<file path="config.mk">
export PLATFORM = sky130hd
export DESIGN_NAME = ind_access_win
export DESIGN_NICKNAME = d
export VERILOG_FILES = /design/src/rtl/iaw_pkg.sv /design/src/rtl/iaw_decode.sv /design/src/rtl/iaw_mem_path.sv /design/src/rtl/iaw_per_path.sv /design/src/rtl/ind_access_win.sv
export SDC_FILE = /design/constraint.sdc
export NUM_CORES = 1
export LEC_CHECK = 0
export ABC_AREA = 1
export BUFFER_PORTS_ARGS = -buffer_cell sky130_fd_sc_hd__buf_2
export CORE_MARGIN = 4
export CORE_UTILIZATION = 58
export CTS_BUF_LIST = sky130_fd_sc_hd__clkbuf_4
export DETAILED_ROUTE_END_ITERATION = 12
export PLACE_DENSITY_LB_ADDON = 0.12
export SLEW_MARGIN = 20
export SYNTH_ARGS = -nofsm -noshare
export SYNTH_HDL_FRONTEND = slang
export SYNTH_SLANG_ARGS = --single-unit
export TNS_END_PERCENT = 5
</file>
<file path="constraint.sdc">
create_clock -name clk -period 7.76 [get_ports clk]
set_clock_uncertainty 0.15 [all_clocks]
set_input_delay 0.388 -clock clk [delete_from_list [all_inputs] [get_ports clk]]
set_output_delay 0.388 -clock clk [all_outputs]
set_load 0.01 [all_outputs]
</file>
<file path="src/rtl/iaw_pkg.sv">
package iaw_pkg;

  localparam int DW    = 32;
  localparam int NBYTE = DW / 8;

  // Register offsets relative to the window base; the host software map depends on them.
  localparam logic [11:0] OFS_MEM_RPTR = 12'h00C;
  localparam logic [11:0] OFS_MEM_WPTR = 12'h010;
  localparam logic [11:0] OFS_MEM_WDAT = 12'h018;
  localparam logic [11:0] OFS_MEM_RDAT = 12'h01C;
  localparam logic [11:0] OFS_PER_WADR = 12'h044;
  localparam logic [11:0] OFS_PER_RADR = 12'h048;
  localparam logic [11:0] OFS_PER_WDAT = 12'h04C;
  localparam logic [11:0] OFS_PER_RDAT = 12'h050;

  // Position of the transfer-size field in a peripheral address word.
  localparam int SZ_LSB = 24;

  typedef enum logic [3:0] {
    SEL_NONE,
    SEL_MEM_RPTR,
    SEL_MEM_WPTR,
    SEL_MEM_WDAT,
    SEL_MEM_RDAT,
    SEL_PER_WADR,
    SEL_PER_RADR,
    SEL_PER_WDAT,
    SEL_PER_RDAT
  } win_sel_e;

  // Contiguous low-byte enable for a (bytes - 1) size code.
  function automatic logic [NBYTE-1:0] size_to_bytes(input logic [1:0] sz);
    logic [NBYTE-1:0] m;
    for (int b = 0; b < NBYTE; b++) m[b] = (b <= int'(sz));
    return m;
  endfunction

endpackage

</file>
<file path="src/rtl/iaw_decode.sv">
module iaw_decode
  import iaw_pkg::*;
#(
  parameter int          HAW   = 12,
  parameter logic [11:0] HBASE = 12'h400
) (
  input  logic [HAW-1:0] addr,
  output win_sel_e       sel
);

  logic [HAW-1:0] ofs;

  always_comb begin
    ofs = addr - HAW'(HBASE);
    case (ofs)
      HAW'(OFS_MEM_RPTR): sel = SEL_MEM_RPTR;
      HAW'(OFS_MEM_WPTR): sel = SEL_MEM_WPTR;
      HAW'(OFS_MEM_WDAT): sel = SEL_MEM_WDAT;
      HAW'(OFS_MEM_RDAT): sel = SEL_MEM_RDAT;
      HAW'(OFS_PER_WADR): sel = SEL_PER_WADR;
      HAW'(OFS_PER_RADR): sel = SEL_PER_RADR;
      HAW'(OFS_PER_WDAT): sel = SEL_PER_WDAT;
      HAW'(OFS_PER_RDAT): sel = SEL_PER_RDAT;
      default:            sel = SEL_NONE;
    endcase
  end

endmodule

</file>
<file path="src/rtl/iaw_mem_path.sv">
module iaw_mem_path
  import iaw_pkg::*;
#(
  parameter int MAW = 32
) (
  input  logic           clk,
  input  logic           rst_n,
  input  win_sel_e       sel,
  input  logic           hst_we,
  input  logic           hst_re,
  input  logic [DW-1:0]  hst_wdata,
  output logic [MAW-1:0] rptr_q,
  output logic [MAW-1:0] wptr_q,
  output logic           rd_stall,
  output logic [MAW-1:0] mem_addr,
  output logic           mem_we,
  output logic           mem_re,
  output logic [DW-1:0]  mem_wdata
);

  localparam logic [MAW-1:0] STEP = MAW'(NBYTE);

  logic           pend_q, pend_d;
  logic [MAW-1:0] rptr_d, wptr_d;
  logic           rptr_en, wptr_en;
  logic           rd_first, rd_done, wr_data;

  always_comb begin
    rd_first = hst_re && (sel == SEL_MEM_RDAT) && !pend_q;
    rd_done  = hst_re && (sel == SEL_MEM_RDAT) &&  pend_q;
    wr_data  = hst_we && (sel == SEL_MEM_WDAT);
    pend_d   = rd_first;

    rptr_en = 1'b0;
    rptr_d  = rptr_q;
    if (hst_we && sel == SEL_MEM_RPTR) begin
      rptr_en = 1'b1;
      rptr_d  = hst_wdata[MAW-1:0];
    end else if (rd_done) begin
      rptr_en = 1'b1;
      rptr_d  = rptr_q + STEP;
    end

    wptr_en = 1'b0;
    wptr_d  = wptr_q;
    if (hst_we && sel == SEL_MEM_WPTR) begin
      wptr_en = 1'b1;
      wptr_d  = hst_wdata[MAW-1:0];
    end else if (wr_data) begin
      wptr_en = 1'b1;
      wptr_d  = wptr_q + STEP;
    end
  end

  always_ff @(posedge clk or negedge rst_n) begin
    if (!rst_n) begin
      pend_q <= 1'b0;
      rptr_q <= '0;
      wptr_q <= '0;
    end else begin
      pend_q <= pend_d;
      if (rptr_en) rptr_q <= rptr_d;
      if (wptr_en) wptr_q <= wptr_d;
    end
  end

  assign rd_stall  = rd_first;
  assign mem_re    = rd_first;
  assign mem_we    = wr_data;
  assign mem_addr  = wr_data ? wptr_q : rptr_q;
  assign mem_wdata = hst_wdata;

endmodule

</file>
<file path="src/rtl/iaw_per_path.sv">
module iaw_per_path
  import iaw_pkg::*;
#(
  parameter int POW = 16
) (
  input  logic             clk,
  input  logic             rst_n,
  input  win_sel_e         sel,
  input  logic             hst_we,
  input  logic             hst_re,
  input  logic [DW-1:0]    hst_wdata,
  output logic [DW-1:0]    wadr_view,
  output logic [DW-1:0]    radr_view,
  output logic [DW-1:0]    rdat_masked,
  output logic [POW-1:0]   per_addr,
  output logic             per_we,
  output logic             per_re,
  output logic [NBYTE-1:0] per_wstrb,
  output logic [DW-1:0]    per_wdata,
  input  logic [DW-1:0]    per_rdata
);

  logic [POW-1:0]   wofs_q, rofs_q, wofs_d, rofs_d;
  logic [1:0]       wsz_q, rsz_q, wsz_d, rsz_d;
  logic             wadr_en, radr_en;
  logic [NBYTE-1:0] rd_bytes;
  logic [DW-1:0]    rd_mask;

  always_comb begin
    wadr_en = hst_we && (sel == SEL_PER_WADR);
    radr_en = hst_we && (sel == SEL_PER_RADR);
    wofs_d  = hst_wdata[POW-1:0];
    rofs_d  = hst_wdata[POW-1:0];
    wsz_d   = hst_wdata[SZ_LSB+1:SZ_LSB];
    rsz_d   = hst_wdata[SZ_LSB+1:SZ_LSB];
  end

  always_ff @(posedge clk or negedge rst_n) begin
    if (!rst_n) begin
      wofs_q <= '0;
      wsz_q  <= '0;
      rofs_q <= '0;
      rsz_q  <= '0;
    end else begin
      if (wadr_en) begin
        wofs_q <= wofs_d;
        wsz_q  <= wsz_d;
      end
      if (radr_en) begin
        rofs_q <= rofs_d;
        rsz_q  <= rsz_d;
      end
    end
  end

  assign rd_bytes = size_to_bytes(rsz_q);

  for (genvar b = 0; b < NBYTE; b++) begin : g_mask
    assign rd_mask[8*b +: 8] = {8{rd_bytes[b]}};
  end

  always_comb begin
    wadr_view = '0;
    wadr_view[POW-1:0]           = wofs_q;
    wadr_view[SZ_LSB+1:SZ_LSB]   = wsz_q;
    radr_view = '0;
    radr_view[POW-1:0]           = rofs_q;
    radr_view[SZ_LSB+1:SZ_LSB]   = rsz_q;
  end

  assign per_we      = hst_we && (sel == SEL_PER_WDAT);
  assign per_re      = hst_re && (sel == SEL_PER_RDAT);
  assign per_addr    = per_we ? wofs_q : rofs_q;
  assign per_wstrb   = per_we ? size_to_bytes(wsz_q) : '0;
  assign per_wdata   = hst_wdata;
  assign rdat_masked = per_rdata & rd_mask;

endmodule

</file>
<file path="src/rtl/ind_access_win.sv">
module ind_access_win
  import iaw_pkg::*;
#(
  parameter int          HAW   = 12,
  parameter logic [11:0] HBASE = 12'h400,
  parameter int          MAW   = 32,
  parameter int          POW   = 16
) (
  input  logic             clk,
  input  logic             rst_n,
  input  logic [HAW-1:0]   hst_addr,
  input  logic [DW-1:0]    hst_wdata,
  input  logic             hst_we,
  input  logic             hst_re,
  output logic [DW-1:0]    hst_rdata,
  output logic             hst_ready,
  output logic [MAW-1:0]   mem_addr,
  output logic             mem_we,
  output logic             mem_re,
  output logic [DW-1:0]    mem_wdata,
  input  logic [DW-1:0]    mem_rdata,
  output logic [POW-1:0]   per_addr,
  output logic             per_we,
  output logic             per_re,
  output logic [NBYTE-1:0] per_wstrb,
  output logic [DW-1:0]    per_wdata,
  input  logic [DW-1:0]    per_rdata
);

  // Asynchronous assert, synchronous release.
  logic [1:0] rst_sync_q;
  logic       rst_core_n;

  always_ff @(posedge clk or negedge rst_n) begin
    if (!rst_n) rst_sync_q <= 2'b00;
    else        rst_sync_q <= {rst_sync_q[0], 1'b1};
  end
  assign rst_core_n = rst_sync_q[1];

  win_sel_e       sel;
  logic [MAW-1:0] rptr, wptr;
  logic           rd_stall;
  logic [DW-1:0]  wadr_view, radr_view, prd_masked;

  iaw_decode #(.HAW(HAW), .HBASE(HBASE)) i_dec (
    .addr (hst_addr),
    .sel  (sel)
  );

  iaw_mem_path #(.MAW(MAW)) i_mem (
    .clk       (clk),
    .rst_n     (rst_core_n),
    .sel       (sel),
    .hst_we    (hst_we),
    .hst_re    (hst_re),
    .hst_wdata (hst_wdata),
    .rptr_q    (rptr),
    .wptr_q    (wptr),
    .rd_stall  (rd_stall),
    .mem_addr  (mem_addr),
    .mem_we    (mem_we),
    .mem_re    (mem_re),
    .mem_wdata (mem_wdata)
  );

  iaw_per_path #(.POW(POW)) i_per (
    .clk         (clk),
    .rst_n       (rst_core_n),
    .sel         (sel),
    .hst_we      (hst_we),
    .hst_re      (hst_re),
    .hst_wdata   (hst_wdata),
    .wadr_view   (wadr_view),
    .radr_view   (radr_view),
    .rdat_masked (prd_masked),
    .per_addr    (per_addr),
    .per_we      (per_we),
    .per_re      (per_re),
    .per_wstrb   (per_wstrb),
    .per_wdata   (per_wdata),
    .per_rdata   (per_rdata)
  );

  always_comb begin
    case (sel)
      SEL_MEM_RPTR: hst_rdata = DW'(rptr);
      SEL_MEM_WPTR: hst_rdata = DW'(wptr);
      SEL_MEM_RDAT: hst_rdata = mem_rdata;
      SEL_PER_WADR: hst_rdata = wadr_view;
      SEL_PER_RADR: hst_rdata = radr_view;
      SEL_PER_RDAT: hst_rdata = prd_masked;
      default:      hst_rdata = '0;
    endcase
  end

  assign hst_ready = !rd_stall;

endmodule

</file>
-- After elaboration in Yosys (flattened, before gate mapping)
Index checks and enable logic that the tools add are counted.
- register bits after elaboration: 103
- input bits: 112
- output and inout port bits: 153
- logic and storage cells: 63
- $add $sub $neg: 3
- magnitude comparators: 6
- equality and inequality tests: 16
- multiplexer cells: 13
- bitwise operators: 1
- reductions and logical operators: 16
- operator list (kind ; number):
    32-bit one-hot mux with 6 select lines ; 1
    32-bit 2-to-1 mux ; 5
    32-bit by 3-bit adder with 32-bit output, second input constant ; 2
    12-bit by 7-bit == test with 1-bit output, second input constant ; 4
    12-bit by 5-bit == test with 1-bit output, second input constant ; 3
    32-bit AND ; 1
    4-bit one-hot mux with 8 select lines ; 1
    4-bit by 3-bit == test with 1-bit output, second input constant ; 4
    16-bit 2-to-1 mux ; 1
    12-bit by 4-bit == test with 1-bit output, second input constant ; 1
    12-bit by 11-bit subtractor with 12-bit output, second input constant ; 1
    1-bit logical AND ; 10
    4-bit by 2-bit == test with 1-bit output, second input constant ; 2
    2-bit <= comparator, first input constant ; 4
    4-bit by 1-bit == test with 1-bit output, second input constant ; 1
    4-bit == test, second input constant ; 1
    1-bit by 2-bit <= comparator with 1-bit output, first input constant ; 2
    1-bit 2-to-1 mux ; 4
    4-bit 2-to-1 mux ; 1
    2-bit AND reduction ; 2
    2-bit nonzero test ; 2
    1-bit zero test ; 2

-- Longest topological paths before layout
Gate-level depths: netlist (run 1).
- word-level depth: 9
- depth in mapped cells: 12
- gate-level depth less buffers: 11

-- Modules after synthesis
Synthesis (run 1) repeated with hierarchy kept, for this count alone.
- cell total of the unflattened synthesis: 1682
- area total of the unflattened synthesis: 9958.3 µm²
- by module, submodules not included (module ; times used ; cells an instance ; area an instance (µm²) ; sequential area each (µm²)):
    iaw_mem_path ; 1 ; 822 ; 5142.4 ; 1626.6
    iaw_per_path ; 1 ; 362 ; 2563.7 ; 900.9
    ind_access_win ; 1 ; 435 ; 1985.7 ; 50.0
    iaw_decode ; 1 ; 63 ; 266.5 ; 0.0

-- Least setup slack after synthesis (run 1)
Ideal clock, no wire load.
- path type: input -> output
- start point: input port hst_addr[8]
- end point: output port mem_addr[26]
- arrival time: 1.740 ns
- required time: 7.222 ns
- path slack: 5.482 ns
- stages: 8
- path buffers: 3
- cells stage by stage: inv_1 -> nand2_1 -> nor2_4 -> buf_6 -> nand4_1 -> clkbuf_1 -> clkbuf_1 -> o21ai_0
- word-level cells in the longest chain between the ends: 6
- elaborated cells between the ends (all ways): 13
- those cells by class: add/sub: 1; eq/ne: 9; mux: 2; reduce/logical: 1
- ends and longest elaborated chain (what ; line ; source):
    start: declaration ; ind_access_win.sv:11 ; input logic [HAW-1:0] hst_addr,
    12-bit by 11-bit subtractor with 12-bit output * ; iaw_decode.sv:14 ; ofs = addr - HAW'(HBASE);
    12-bit by 7-bit == test with 1-bit output (tied with other cells) ; iaw_decode.sv:15 ; case (ofs)
    4-bit one-hot mux with 8 select lines * ; iaw_decode.sv:15 ;
    4-bit by 2-bit == test with 1-bit output * ; iaw_mem_path.sv:31 ; wr_data = hst_we && (sel == SEL_MEM_WDAT);
    1-bit logical AND * ; iaw_mem_path.sv:31 ;
    32-bit 2-to-1 mux * ; iaw_mem_path.sv:70 ; assign mem_addr = wr_data ? wptr_q : rptr_q;
    end: declaration ; ind_access_win.sv:17 ; output logic [MAW-1:0] mem_addr,
Every way passes the cells marked *; elsewhere a longest branch is shown, timed or not.

-- Final worst setup path (run 1)
- start point: input port hst_addr[7]
- end point: output port mem_addr[10]
Same word-level chain as after synthesis.

==> results by group, run 1 <==
Floorplanning
  • Core area: 13900 µm²
  • Die ar.: 16200 µm²
  • Initial Util: 59.3%
  • Die Width: 127 µm
  • # IOs: 265
  • # rows: 43
  • Die Ht: 127 µm

Timing
  • Final TNS setup: 0 ps
  • Final min period: 3520 ps
  • Final Cycle Share: 45.4%
  • Worst slew pin tran: 1000 ps
  • Slew HR: 33.1%
  • Fin. max-slew vios: 0
  • Final setup violation count: 0
  • Final Hold Vio Count: 0
  • Hold slack: 18.9 ps
  • FMAX: 284 MHz
  • Setup ws final: 4240 ps
  • RSZ-0062 raised after global routing: false

Setup path
  • CP Data Required Time: 7220 ps
  • R2R Setup Slk: 5430 ps
  • Crit Path Category: input port to output port
  • Nature of the critical path endpoint: output port
  • CP Launch Type: input port
  • Arr. time, crit path: 2980 ps
  • Maximum fanout along the worst path: 28

Power and ir drop
  • Cell leakage power: 4.69 nW
  • Internal: 0.656 mW
  • Clk pwr share: 30.3%
  • Power per standard cell area: 101 nW/µm²
  • Logic pwr share: 11.4%
  • Maximum vdd drop: 0.115 mV
  • Switching share of power: 30.5%
  • Switching Power: 0.288 mW
  • Sequential share of power: 58.3%

Detailed routing
  • DRT Pass-1 Iters: 6
  • Initial DRC Count: 1420
  • WL final: 32100 µm
  • DRC violations left: 0
  • ANT nets after route: 0
  • Routed wire per std cell: 19.8 µm
  • Via density: 5.99
  • Vias: 9694

Synth
  • Syn Area/Cell: 6.56 µm²
  • Synth area leader: dfrtp_1
  • Synth unique cells: 34
  • Yosys warning count: 0
  • Post-Syn Area: 8260 µm²
  • Share of the synthesized area in the top cell type: 31.2%
  • Synth top cells by count: 397 x nand2_1, 107 x nand3_1, 104 x inv_1
  • Sequential area share after synthesis: 31.2%
  • Net count after synthesis: 1373
  • FF+latch count, synth: 103
  • Ys async rst share: 100%
  • Count leader, synth: nand2_1
  • Synth area leaders: dfrtp_1 31%, nand2_1 18%, nand3_1 6.5%, buf_4 6.0%, o21ai_0 5.9%
  • Dominant synthesized flop cell: dfrtp_1
  • Post-Syn Instances: 1259
  • Post-synth EDFFs: 0

Global routing
  • Total Routing Usage GR: 38.7%
  • Initial antenna violation count: 1
  • Vias in the first global route: 8886
  • Largest net degree at the start of global routing: 57
  • Total grt overflow: 0
  • First-pass GRT wire length: 48900 µm

Finish
  • Final Non-Filler Cells: 1618
  • Reg area: 2580 µm²
  • Area occupied by multi-input gates: 4490 µm²
  • Share of cells above drive strength 1: 22.6%
  • Utilization after layout: 67.3%
  • NumNets Final: 1545
  • Area Overhead vs Synth: 13.6%
  • # fillers: 1374

Clock tree
  • Root Driver: clkbuf_4
  • H-tree lvl count: 3
  • Clock tree buffer depth: 2
  • TritonCTS clock tree: done
  • Total CTS buffers: 9
  • Worst-path clk slew: 150 ps
  • Worst skew pair latency: 520 ps
  • Clk sinks: 103

Placed design
  • Placed Cells incl. Taps: 1586
  • Hpwl dp: 24500 µm
  • Routability-driven placement congestion ratio: 0.999
  • Pre-CTS worst setup slack: 4320 ps
  • Port Buffers: 264

Job
  • Maxcap violations: 0

Outcome
  • Status: complete, no violations

Hold path
  • Hold Crit Class: input port to register
==> placed cells by master, fill, tap and decap left out, types with 8 or more instances in the layout <==
master / netlist / layout
buf_2: 16 / 264
o211ai_1: 8 / 8
inv_1: 104 / 104
nor2_1: 91 / 91
nand2_1: 397 / 397
nor3_1: 29 / 29
inv_2: 14 / 14
xnor2_1: 11 / 11
o221ai_1: 12 / 12
nand4_1: 78 / 78
dfrtp_1: 103 / 102
xor2_1: 37 / 37
clkbuf_4: 0 / 9
nand3_1: 107 / 107
dlygate4sd3_1: 0 / 14
o21ai_0: 98 / 98
==> worst paths after layout <==
| check | start | end | cells past startpoint |
|---|---|---|---|
| max in group asynchronous | rst_sync_q[1] | i_mem.wptr_q[24] | 1 |
| worst min-delay path | hst_wdata[5] | i_mem.wptr_q[5] | 3 |
| worst max-delay path | hst_addr[7] | mem_addr[10] | 13 |
| worst min register to register | rst_sync_q[0] | rst_sync_q[1] | 0 |
| worst max register to register | i_mem.rptr_q[3] | i_mem.rptr_q[24] | 10 |
| min in group asynchronous | rst_sync_q[1] | i_per.rofs_q[13] | 0 |
==> per-layer routing <==
layer	GRT usage (%)	routed length, µm	part of all wire (%)
met1	53.8	12100	38
met2	57.6	14300	44
met3	10.1	4390	14
met4	15.3	1340	4.2
met5	0	0	0
==> worst max-delay path: stages <==
cell and delay, ps:
buf_2 90, inv_1 60, nand2_1 60, nor2_1 700, nand3_1 310, nand3_4 240, nor2_2 90, nor2_8 340
nand3_1 190, nor2_4 190, nand2_1 70, nand2_1 80, buf_2 140
==> kinds of logic after synthesis <==
group	count (synthesis)	share of synthesized area [%]
AOI/OAI and AO/OA	135	9.37
xor gates and xnor gates	48	5.09
adders and majority gates	2	0.303
buffers and inverters	241	14.5
DFF	103	31.2
other	1	0.0454
and+or+nand+nor	729	39.5
==> flip-flops by register name, summed over array words and instances, names as in the netlist <==
| signal | cells |
|---|---|
| i_mem.pend_q | 1 |
| i_mem.rptr_q | 32 |
| i_mem.wptr_q | 32 |
| i_per.rofs_q | 16 |
| i_per.rsz_q | 2 |
| i_per.wofs_q | 16 |
| i_per.wsz_q | 2 |
| rst_sync_q | 2 |
==> through the flow <==
step / total power [mW] / cell area (µm²)
global route: 0.973 / 9380
global placement: 0.659 / 9110
floorplan: 0.614 / 8260
detailed placement: 0.660 / 9110
finish: 0.944 / 9380
CTS: 0.943 / 9380
==> power groups by stage <==
stage	Sequential [mW]	Combinational (mW)	Clock, mW
2_1_floorplan	0.560	0.0546	0
3_3_place_gp	0.560	0.0985	0
3_5_place_dp	0.560	0.0994	0
4_1_cts	0.551	0.105	0.287
5_1_grt	0.552	0.115	0.306
6_report	0.551	0.108	0.286
==> repair_timing <==
action | 4_1_cts | 5_1_grt
setup buffers | 0 | 0
hold endpoints to repair | 17 | 0
hold buffers | 14 | 0
resized for setup | 0 | 0
==> layout make-up <==
class / count / area share, %
Sequential cell: 103 / 27.5
Timing Repair Buffer: 284 / 16.1
Inverter: 118 / 4.72
Multi-Input combinational cell: 915 / 47.9
Clock buffer: 9 / 0.720
Tap cell: 180 / 2.40
Antenna cell: 2 / 0.0533
Clock inverter: 7 / 0.680
(Power assumes the default switching activity.)
==> run 2, diff against run 1 <==
--- a/config.mk
+++ b/config.mk
@@ -8,7 +8,7 @@
 export ABC_AREA = 1
 export BUFFER_PORTS_ARGS = -buffer_cell sky130_fd_sc_hd__buf_2
 export CORE_MARGIN = 4
-export CORE_UTILIZATION = 58
+export CORE_UTILIZATION = 54
 export CTS_BUF_LIST = sky130_fd_sc_hd__clkbuf_4
 export DETAILED_ROUTE_END_ITERATION = 12
 export PLACE_DENSITY_LB_ADDON = 0.12
==> constraint.sdc (replaced) <==
create_clock -name clk -period 3.51 [get_ports clk]
set_clock_uncertainty 0.15 [all_clocks]
set_input_delay 0.1755 -clock clk [delete_from_list [all_inputs] [get_ports clk]]
set_output_delay 0.1755 -clock clk [all_outputs]
set_load 0.01 [all_outputs]
==> results by group, run 2 (same netlist as run 1, synthesis figures left out) <==
Floorplanning
  • Die ar.: 17300 µm²
  • Core area: 14800 µm²
  • Die Width: 132 µm
  • # rows: 44
  • # IOs: 265
  • Initial Util: 56.0%
  • Die Ht: 132 µm

Setup path
  • CP Launch Type: input port
  • CP max stage delay: 590 ps
  • Crit-path cells: dlygate4sd3_1, buf_2, inv_1, nand2_1, nor2_2, nand3_1, inv_2, nor2_4, inv_2, nor2_4, nand2_1, nand2_1, buf_2
  • CP Data Required Time: 3180 ps
  • CP max stage cell: nor2_4
  • Nature of the critical path endpoint: output port
  • Crit-path leading delay family: simple AND/OR/NAND/NOR gates
  • Worst Path Buf+Inv: 6
  • Most used cell, CP: nand2_1
  • Maximum fanout along the worst path: 27
  • Crit Path Category: input port to output port
  • Arr. time, crit path: 2810 ps

Placed design
  • Routability-driven placement congestion ratio: 0.981
  • Placed Cells incl. Taps: 1595
  • Hpwl dp: 25400 µm
  • Port Buffers: 264
  • Placed inst area: 9160 µm²
  • Pre-CTS worst setup slack: 722 ps

Timing
  • Worst slew pin tran: 838 ps
  • Final Hold Vio Count: 0
  • Final TNS setup: 0 ps
  • Final Cycle Share: 89.2%
  • Hold slack: 41.0 ps
  • FMAX: 319 MHz
  • Setup ws final: 379 ps
  • Fin. max-slew vios: 0
  • Slew HR: 43.9%
  • RSZ-0062 raised after global routing: false
  • Final setup violation count: 0
  • Final min period: 3130 ps

Finish
  • NumNets Final: 1573
  • Utilization after layout: 65.6%
  • Most frequent cells in the layout: 397 x nand2_1, 264 x buf_2, 107 x nand3_1
  • # fillers: 1410
  • Most common cell after layout, fill and taps aside: nand2_1
  • Biggest regs: i_mem.rptr_q: 32 flops, i_mem.wptr_q: 32 flops
  • Final Non-Filler Cells: 1648
  • Post-Layout Inst Area: 9670 µm²
  • Area Overhead vs Synth: 17.0%
  • Share of cells above drive strength 1: 22.5%
  • Ant diodes: 0

Clock tree
  • Number of hold buffers added after cts: 37
  • Total CTS buffers: 9
  • Root Driver: clkbuf_4
  • Post-CTS setup buffer count: 0
  • Worst-path clk slew: 170 ps
  • Clk sinks: 103
  • Worst skew pair latency: 530 ps
  • Clock tree buffer depth: 2
  • TritonCTS clock tree: done
  • H-tree lvl count: 3
  • Post-CTS sizing: 0

Global routing
  • Total Routing Usage GR: 37.8%
  • First-pass GRT wire length: 51700 µm
  • Initial antenna violation count: 0
  • Vias in the first global route: 9044
  • Total grt overflow: 0
  • Largest net degree at the start of global routing: 61

Job
  • Maxcap violations: 0

Detailed routing
  • ANT nets after route: 0
  • DRT Pass-1 Iters: 6
  • Via density: 5.88
  • Routed wire per std cell: 20.4 µm
  • Vias: 9683
  • WL final: 33600 µm
  • Initial DRC Count: 1367
  • DRC violations left: 0

Power and ir drop
  • Cell leakage power: 4.82 nW
  • Power per standard cell area: 222 nW/µm²
  • Maximum vdd drop: 0.194 mV
  • Total Power: 2.14 mW

Hold path
  • Hold Crit Class: input port to register

Outcome
  • Status: complete, no violations
-- run 2: where the power goes --
part | internal, mW | switching [mW] | leakage [nW]
Sequential | 1.19 | 0.0209 | 1.36
Combinational | 0.113 | 0.153 | 3.39
Clock | 0.167 | 0.495 | 0.0737
Total | 1.48 | 0.670 | 4.82
-- run 2: per-layer routing --
metal	GRT usage [%]	share of wire, %	wire length [µm]	vias up
met5	0	0	0	-
met4	9.92	2.4	809	0
met3	11.8	14	4550	72
met2	58.1	45	15200	627
met1	52.0	39	13000	4526
li1	-	-	-	4458
-- run 2: final timing paths --
path / cells past startpoint / slack [ps] / start / to
worst min register to register: 0 / 230 / rst_sync_q[0] / rst_sync_q[1]
worst max-delay path: 13 / 380 / hst_addr[3] / mem_addr[8]
max in group asynchronous: 1 / 2210 / rst_sync_q[1] / i_mem.wptr_q[19]
worst max register to register: 10 / 1120 / i_mem.rptr_q[3] / i_mem.rptr_q[22]
min in group asynchronous: 0 / 240 / rst_sync_q[1] / i_per.rofs_q[9]
worst min-delay path: 5 / 40 / hst_addr[2] / i_per.wofs_q[1]
-- run 2: worst min-delay path, cell delays in order --
cell and delay [ps]:
buf_2 120, inv_2 70, nor3_1 70, nand4_1 160, o21ai_0 90
-- run 2: final cells by class --
class | instances | area (µm²) | share of cell area [%]
clock buffer | 9 | 67.6 | 0.698
clock inverter | 7 | 72.6 | 0.750
inverter | 118 | 443 | 4.58
multi-input combinational | 915 | 4490 | 46.4
sequential | 103 | 2580 | 26.7
tap | 184 | 230 | 2.38
timing repair buffer | 312 | 1790 | 18.5
==> run 3, diff against run 2 <==
--- a/config.mk
+++ b/config.mk
@@ -5,10 +5,9 @@
 export SDC_FILE = /design/constraint.sdc
 export NUM_CORES = 1
 export LEC_CHECK = 0
-export ABC_AREA = 1
 export BUFFER_PORTS_ARGS = -buffer_cell sky130_fd_sc_hd__buf_2
 export CORE_MARGIN = 4
-export CORE_UTILIZATION = 54
+export CORE_UTILIZATION = 52
 export CTS_BUF_LIST = sky130_fd_sc_hd__clkbuf_4
 export DETAILED_ROUTE_END_ITERATION = 12
 export PLACE_DENSITY_LB_ADDON = 0.12
==> results by group, run 3 <==
Synth
  • Ys async rst share: 100%
  • FF+latch count, synth: 103
  • Post-Syn Instances: 876
  • Post-synth EDFFs: 0
  • Share of the synthesized area in the top cell type: 35.1%
  • Synth top cells by count: 174 x nand2_1, 103 x dfrtp_1, 67 x mux2_2
  • Syn Area/Cell: 8.39 µm²
  • Synth area leader: dfrtp_1
  • Sequential area share after synthesis: 35.1%
  • Count leader, synth: nand2_1
  • Synth area leaders: dfrtp_1 35%, mux2_2 10%, nand2_1 8.9%, buf_4 6.6%, o21ai_0 3.9%
  • Post-Syn Area: 7350 µm²
  • Dominant synthesized flop cell: dfrtp_1
  • Yosys warning count: 0
  • Synth unique cells: 55
  • Net count after synthesis: 990

Setup path
  • CP max stage cell: or4_1
  • Crit-path cells: nand4_1, or4_1, nor4_2, a31oi_1, o21a_1, a221o_1
  • Crit path from: i_mem.wptr_q[4]
  • CP endpoint: i_mem.wptr_q[31]
  • Crit. path cell count: 6
  • Crit-path leading delay family: simple AND/OR/NAND/NOR gates
  • R2R Path End: i_mem.wptr_q[31]
  • Worst Path Buf+Inv: 0
  • CP Data Required Time: 3750 ps
  • Arr. time, crit path: 3230 ps
  • Reg-to-Reg Start: i_mem.wptr_q[4]
  • Reg2reg path depth: 6
  • Maximum fanout along the worst path: 9
  • CP max stage delay: 750 ps
  • R2R Setup Slk: 520 ps
  • CP Launch Type: register
  • Nature of the critical path endpoint: register
  • Crit Path Category: register to register

Timing
  • RSZ-0062 raised after global routing: false
  • Final Hold Vio Count: 0
  • FMAX: 335 MHz
  • Fin. max-slew vios: 0
  • Final Cycle Share: 85.1%
  • Final TNS setup: 0 ps
  • Final min period: 2990 ps
  • Final setup violation count: 0
  • Worst slew pin tran: 877 ps
  • Slew HR: 41.3%

Global routing
  • Total Routing Usage GR: 30.8%
  • Largest net degree at the start of global routing: 53
  • Total grt overflow: 0
  • Vias in the first global route: 7297
  • Initial antenna violation count: 1
  • First-pass GRT wire length: 39500 µm

Job
  • Maxcap violations: 0

Detailed routing
  • WL final: 25500 µm
  • WL met2: 12500 µm
  • Initial DRC Count: 646
  • Met3 WL post-DR: 2270 µm
  • Metal-1 WL: 10100 µm
  • Via density: 6.01
  • Top Layer Used: met4
  • DRT Pass-1 Iters: 8
  • DRC violations left: 0
  • Routed wire per std cell: 19.7 µm
  • ANT nets after route: 0
  • Vias: 7765

Floorplanning
  • Initial Util: 53.0%
  • Die Ht: 127 µm
  • Core area: 13900 µm²
  • # IOs: 265
  • Die Width: 127 µm
  • Die ar.: 16100 µm²
  • # rows: 43

Clock tree
  • TritonCTS clock tree: done
  • H-tree lvl count: 3
  • Worst-path clk slew: 160 ps
  • Clock tree buffer depth: 2
  • Post-CTS sizing: 0
  • Clk sinks: 103
  • Root Driver: clkbuf_4
  • Worst skew pair latency: 490 ps
  • Total CTS buffers: 9
  • Post-CTS setup buffer count: 0

Placed design
  • Routability-driven placement congestion ratio: 0.963
  • Hpwl dp: 18200 µm
  • Port Buffers: 264
  • Placed inst area: 8550 µm²

Finish
  • Most frequent cells in the layout: 264 x buf_2, 174 x nand2_1, 102 x dfrtp_1
  • NumNets Final: 1219
  • Share of cells above drive strength 1: 35.7%
  • Biggest regs: i_mem.rptr_q: 32 flops, i_mem.wptr_q: 32 flops
  • Area Overhead vs Synth: 23.1%
  • Most common cell after layout, fill and taps aside: buf_2
  • Post-Layout Inst Area: 9050 µm²

Power and ir drop
  • Power per standard cell area: 236 nW/µm²
  • Cell leakage power: 4.59 nW
  • Maximum vdd drop: 0.227 mV

Outcome
  • Status: complete, no violations

Hold path
  • Hold Crit Class: input port to register
  • Hold path depth: 3
==> run 3: cell count changes after synthesis, moves of 15 or more <==
cell | before | now
a22oi_1 | 0 | 38
a21oi_1 | 5 | 36
nor2_1 | 91 | 39
mux2_2 | 0 | 67
nand2_1 | 397 | 174
xor2_1 | 37 | 19
inv_1 | 104 | 12
nand3_1 | 107 | 41
o21ai_0 | 98 | 58
nand4_1 | 78 | 14
a222oi_1 | 0 | 15
==> run 3: layer usage <==
layer / vias to the layer above / track usage [%]
li1: 3555 / -
met1: 3725 / 40.4
met2: 430 / 51.1
met3: 55 / 6.32
met4: 0 / 10.0
met5: - / 0
==> run 3: what timing repair did <==
action,CTS,global route
hold buffers,36,0
setup endpoints to repair,0,0
hold endpoints to repair,102,0
==> run 3: final cells by class <==
cell class                 instances  area [µm²]
timing repair buffer             331        1960
fill                            1205        4830
sequential                       103        2580
clock inverter                     5        56.3
multi-input combinational        648        4100
clock buffer                      11        82.6
inverter                          12        45.0
tap                              180         225
antenna                            1        2.50
==> run 3: where the power goes <==
part           internal [mW]  switching, mW
combinational          0.124          0.136
sequential              1.20         0.0254
clock                  0.234          0.414
total                   1.56          0.575
==> run 3: tightest hold or removal path, delay by kind of cell <==
kind | cells | cell delay (ps)
AND/OR/NAND/NOR | 1 | 310
buffers and inverters | 1 | 140
AO/OA/AOI/OAI | 1 | 110
==> run 3: kinds of logic after synthesis <==
kind of cell | share of synthesized area, %
muxes | 11.5
AOI/OAI and AO/OA | 16.8
DFF | 35.1
xor gates and xnor gates | 3.57
buffers and inverters | 9.89
adders and majority gates | 0.340
other | 0.0510
and+or+nand+nor | 22.8
==> run 3: per-stage QoR <==
| step | std cells | hold WS (ps) | setup WS [ps] | utilization, % | power, mW |
|---|---|---|---|---|---|
| after floorplan | 876 | -270 | 278 | - | 1.37 |
| after global placement | 1237 | -188 | 564 | 61.4 | 1.47 |
| after detailed placement | 1238 | -187 | 581 | 61.6 | 1.47 |
| after CTS | 1290 | 60.6 | 559 | 65.2 | 2.14 |
| after global routing | 1291 | 87.6 | 329 | 65.2 | 2.21 |
| final | 1291 | 121 | 522 | 65.2 | 2.13 |
==> run 3: worst min path at each step <==
stage	startpoint	to	slack [ps]
after floorplan	rst_n	rst_sync_q[0]	-270
after global placement	rst_n	rst_sync_q[0]	-190
after detailed placement	rst_n	rst_sync_q[0]	-190
after CTS	hst_we	i_mem.rptr_q[14]	60
after global routing	hst_we	i_mem.rptr_q[14]	90
final	hst_we	i_mem.rptr_q[14]	120
